[src/rtl/ais_pkg.sv]
package ais_pkg;

  typedef enum logic {
    ALM_CLEAR  = 1'b0,
    ALM_RAISED = 1'b1
  } alm_state_e;

  function automatic int unsigned cnt_w(input int unsigned max_val);
    return (max_val < 2) ? 1 : $clog2(max_val + 1);
  endfunction

endpackage

[src/rtl/ais_win_cnt.sv]
module ais_win_cnt #(
  parameter int unsigned WIN_BITS = 8192
) (
  input  logic clk,
  input  logic rst_n,
  input  logic bit_vld,
  output logic win_last
);
  localparam int unsigned WCW = ais_pkg::cnt_w(WIN_BITS - 1);
  localparam logic [WCW-1:0] LAST_IDX = WCW'(WIN_BITS - 1);

  logic [WCW-1:0] idx_q, idx_d;

  always_comb begin
    win_last = bit_vld && (idx_q == LAST_IDX);
    idx_d    = idx_q;
    if (bit_vld) begin
      idx_d = (idx_q == LAST_IDX) ? '0 : idx_q + WCW'(1);
    end
  end

  always_ff @(posedge clk or negedge rst_n) begin
    if (!rst_n) idx_q <= '0;
    else if (bit_vld) idx_q <= idx_d;
  end
endmodule

[src/rtl/ais_zero_cnt.sv]
module ais_zero_cnt #(
  parameter int unsigned ZERO_THRESH = 9
) (
  input  logic clk,
  input  logic rst_n,
  input  logic bit_vld,
  input  logic rx_bit,
  input  logic win_last,
  output logic thresh_met
);
  localparam int unsigned ZCW = ais_pkg::cnt_w(ZERO_THRESH);
  localparam logic [ZCW-1:0] SAT = ZCW'(ZERO_THRESH);

  logic [ZCW-1:0] zc_q, zc_d, zc_incl;
  logic           is_zero;

  always_comb begin
    is_zero = bit_vld && !rx_bit;
    if (is_zero && (zc_q != SAT)) zc_incl = zc_q + ZCW'(1);
    else                          zc_incl = zc_q;
    thresh_met = (zc_incl >= SAT);
    zc_d       = win_last ? '0 : zc_incl;
  end

  always_ff @(posedge clk or negedge rst_n) begin
    if (!rst_n) zc_q <= '0;
    else if (bit_vld) zc_q <= zc_d;
  end
endmodule

[src/rtl/ais_alarm.sv]
module ais_alarm (
  input  logic clk,
  input  logic rst_n,
  input  logic win_last,
  input  logic thresh_met,
  output logic alarm
);
  import ais_pkg::*;

  alm_state_e st_q, st_d;

  always_comb begin
    st_d = st_q;
    if (win_last) st_d = thresh_met ? ALM_CLEAR : ALM_RAISED;
  end

  always_ff @(posedge clk or negedge rst_n) begin
    if (!rst_n) st_q <= ALM_CLEAR;
    else if (win_last) st_q <= st_d;
  end

  assign alarm = (st_q == ALM_RAISED);
endmodule

[src/rtl/ais_density_mon.sv]
module ais_density_mon #(
  parameter int unsigned WIN_BITS    = 8192,
  parameter int unsigned ZERO_THRESH = 9
) (
  input  logic clk,
  input  logic rst_n,
  input  logic bit_vld,
  input  logic rx_bit,
  input  logic coder_en,
  input  logic tx_neg_in,
  output logic ais_o,
  output logic tneg_ais_o
);
  logic win_last;
  logic thresh_met;

  ais_win_cnt #(.WIN_BITS(WIN_BITS)) u_win (
    .clk(clk), .rst_n(rst_n), .bit_vld(bit_vld), .win_last(win_last)
  );

  ais_zero_cnt #(.ZERO_THRESH(ZERO_THRESH)) u_zero (
    .clk(clk), .rst_n(rst_n), .bit_vld(bit_vld), .rx_bit(rx_bit),
    .win_last(win_last), .thresh_met(thresh_met)
  );

  ais_alarm u_alm (
    .clk(clk), .rst_n(rst_n), .win_last(win_last),
    .thresh_met(thresh_met), .alarm(ais_o)
  );

  assign tneg_ais_o = coder_en ? ais_o : tx_neg_in;
endmodule

[config.mk]
export PLATFORM = sky130hd
export DESIGN_NAME = ais_density_mon
export DESIGN_NICKNAME = d
export VERILOG_FILES = /design/src/rtl/ais_pkg.sv /design/src/rtl/ais_win_cnt.sv /design/src/rtl/ais_zero_cnt.sv /design/src/rtl/ais_alarm.sv /design/src/rtl/ais_density_mon.sv
export SDC_FILE = /design/constraint.sdc
export NUM_CORES = 1
export LEC_CHECK = 0
export BUFFER_PORTS_ARGS = -buffer_cell sky130_fd_sc_hd__buf_2
export CAP_MARGIN = 20
export CORE_MARGIN = 4
export CORE_UTILIZATION = 57
export CTS_CLUSTER_SIZE = 8
export DETAILED_ROUTE_END_ITERATION = 8
export PLACE_DENSITY_LB_ADDON = 0.15
export SETUP_SLACK_MARGIN = 0.2
export SLEW_MARGIN = 30
export SYNTH_ARGS = -nofsm -noshare
export SYNTH_HDL_FRONTEND = slang
export SYNTH_SLANG_ARGS = --single-unit
[constraint.sdc]
create_clock -name clk -period 2.1 [get_ports clk]
set_input_delay 0.21 -clock clk [delete_from_list [all_inputs] [get_ports clk]]
set_output_delay 0.21 -clock clk [all_outputs]
set_load 0.02 [all_outputs]
==> run metrics <==
Period Utilization, post-route=between 80 and 90%; final hold violation count=0; mux share of post-synthesis cell area=2.23%; most frequent cell after synthesis=dfrtp_1; Total Routing Usage GR=16.6%; M1 WL=roughly 820 µm; clock insertion delay at the later pin of the skew report=0.29 ns; CP Data Arrival Time=about 1.9 ns; nets=115; # IOs=8; Storage cell area=about 450 µm²; ant diodes=0; synth cell count leaders=18 x dfrtp_1, 10 x nor2_1, 7 x nand2_1; crit path launch type=flip-flop; # port buffers=7; DR pass1 iterations=4; initial core utilization=63.3%; routed vias=721; Power Dens Cells=918 nW/µm²; WL met2=789 µm; routed length per instance=13.3 µm; largest family of logic cells by synthesized area=simple AND/OR/NAND/NOR gates; met3 wire length=57 µm; status=completed; # fillers=120; Core Box Area=1590 µm²; Yosys top cell area share=44.6%; Final Skew=around 0.0047 ns; Post-synth EDFFs=0; Via density=roughly 5.6; maximum number of pins on one net before global-route repair=19; Post-Synth Simple-Gate Area=28.5%; top sig layer=met4; Pleak=0.484 nW; Clock Tree Root=clkbuf_4; GPL Wtd Cong=0.786; asr flop ratio synth=100%; Max IR drop VDD=between 0.7 and 0.8 mV; synth warn=0; Synth Area in Compound Gates=6.82%; Min-Delay Path Class=in2reg; dpl cells=~120; kind of critical path=reg2reg; layout cells sized above 1=between 10% and 20%; Worst setup EP type=flip-flop; chip width=around 50 µm; first-pass GRT wire length=3.15 mm; Bufs on Longest Clock Path=2; Die ar.=2510 µm²; Final Max Slew Viols=0; total gr overflow=0; Crit path required time=2.33 ns; XOR/XNOR Fraction of Synth Area=10.4%; DRC viols=0; die span in y=50.1 µm; Mapped Nets=104; clock transition at the registers of the reported paths=roughly 0.09 ns; CTS Buf Count=3; multi-input logic area=about 520 µm²; row count=14; Fmax=0.593 GHz; prevailing post-synth register cell=dfrtp_1; non-filler cells in the finished layout=~130; Yosys cell types=33; Max-cap violations=0; Area Overhead vs Synth=8.18%; Netlist Area Pre-Place=1010 µm²; Total Wirelength=1.70 mm; worst slew pin tran=between 0.4 and 0.5 ns; register area share after synthesis=between 40% and 50%; Slew headroom=70.6%; Iter 0 DRT Violations=23; leading area contributor after synthesis=dfrtp_1; Finish-stage setup viols=0; initial antenna violation count=0; Sum Neg Setup Slack=0 ns; Mean Syn Cell Area=about 11 µm²; vias in the first global route=685; dpl hpwl=around 1.3 mm; Yosys reg bits=18; Antenna Violating Nets Remaining=0; largest cells by area after synthesis=dfrtp_1 45%, xnor2_1 5.2%, xor2_1 5.2%; Period minus WS final=1.69 ns; CTS tree=built; Synth Instances=95; synthesized-area fraction occupied by adder cells=under 10%; CP max FO=8; CTS Sinks=18; RSZ-0062 raised after global routing=false; H-tree Lvls=1
==> flip-flops by register name, indices dropped and copies added (netlist names) <==
| signal | cells |
|---|---|
| u_zero.zc_q | 4 |
| u_alm.alarm | 1 |
| u_win.idx_q | 13 |
==> power by group <==
part           internal (W)  switching (W)  leakage, nW  total [W]
Clock             0.0000667      0.0000965       0.0138   0.000163
Sequential         0.000440       0.000132        0.230   0.000572
Combinational      0.000136       0.000131        0.240   0.000267
Total              0.000643       0.000360        0.484    0.00100
==> through the flow <==
| stage | total power [W] | utilization [%] | instance area [µm²] | hold slack (ns) | setup slack [ns] |
|---|---|---|---|---|---|
| floorplan | 0.000785 | - | 1010 | -0.0856 | 0.453 |
| global placement | 0.000826 | 66.5 | 1060 | 0.158 | 0.464 |
| detailed placement | 0.000844 | 66.5 | 1060 | 0.157 | 0.423 |
| CTS | 0.00101 | 68.5 | 1090 | 0.274 | 0.409 |
| global route | 0.00110 | 68.5 | 1090 | 0.293 | 0.325 |
| finish | 0.00100 | 68.5 | 1090 | 0.283 | 0.415 |
==> cells by family after synthesis <==
group,count (synthesis)
simple gates,43
mux,2
xor+xnor,12
compound gates,10
buf+inv,7
fa+ha+maj,3
flops,18
==> critical path, cell delays in order, from the launching register on <==
cell	delay, ns
dfrtp_1	0.47
ha_1	0.22
and3b_1	0.20
or4_1	0.46
a21oi_1	0.13
o32a_1	0.15
==> layer usage <==
metal  global-route usage (%)  up-vias
li1                         -      358
met1                     23.1      347
met2                     23.9       11
met3                     4.52        5
met4                     6.91        0
met5                        0        -
==> layout make-up <==
| type | instances | area share, % |
|---|---|---|
| multi-input combinational | 70 | 47.8 |
| sequential | 18 | 41.2 |
| timing repair buffer | 9 | 4.81 |
| tap | 24 | 2.75 |
| clock buffer | 3 | 2.06 |
| inverter | 4 | 1.37 |
==> worst paths after layout <==
kind | slack [ns] | cells past startpoint | end | start
worst min register to register | 0.51 | 1 | u_win.idx_q[10] | u_win.idx_q[10]
worst max register to register | 0.41 | 5 | u_alm.alarm | u_zero.zc_q[0]
min in group asynchronous | 0.37 | 2 | u_alm.alarm | rst_n
worst max-delay path | 0.41 | 5 | u_alm.alarm | u_zero.zc_q[0]
max in group asynchronous | 1.44 | 2 | u_win.idx_q[4] | rst_n
worst min-delay path | 0.28 | 3 | u_win.idx_q[1] | bit_vld
==> repair_timing <==
action                                 CTS  global route
resized for setup                        0             0
hold buffers                             1             0
setup buffers                            0             0
endpoints found under the hold margin   18             0
==> layout by cell type (no fill, tap or decap), types with 3 or more instances in the layout <==
| cell type | count |
|---|---|
| xnor2_1 | 6 |
| nand3_1 | 3 |
| o21ai_0 | 3 |
| buf_2 | 7 |
| dfrtp_1 | 18 |
| xor2_1 | 6 |
| clkbuf_4 | 3 |
| nor2_1 | 10 |
| nand4_1 | 5 |
| nand2_1 | 7 |
| ha_1 | 3 |
| inv_1 | 4 |
(Power assumes the default switching activity.)
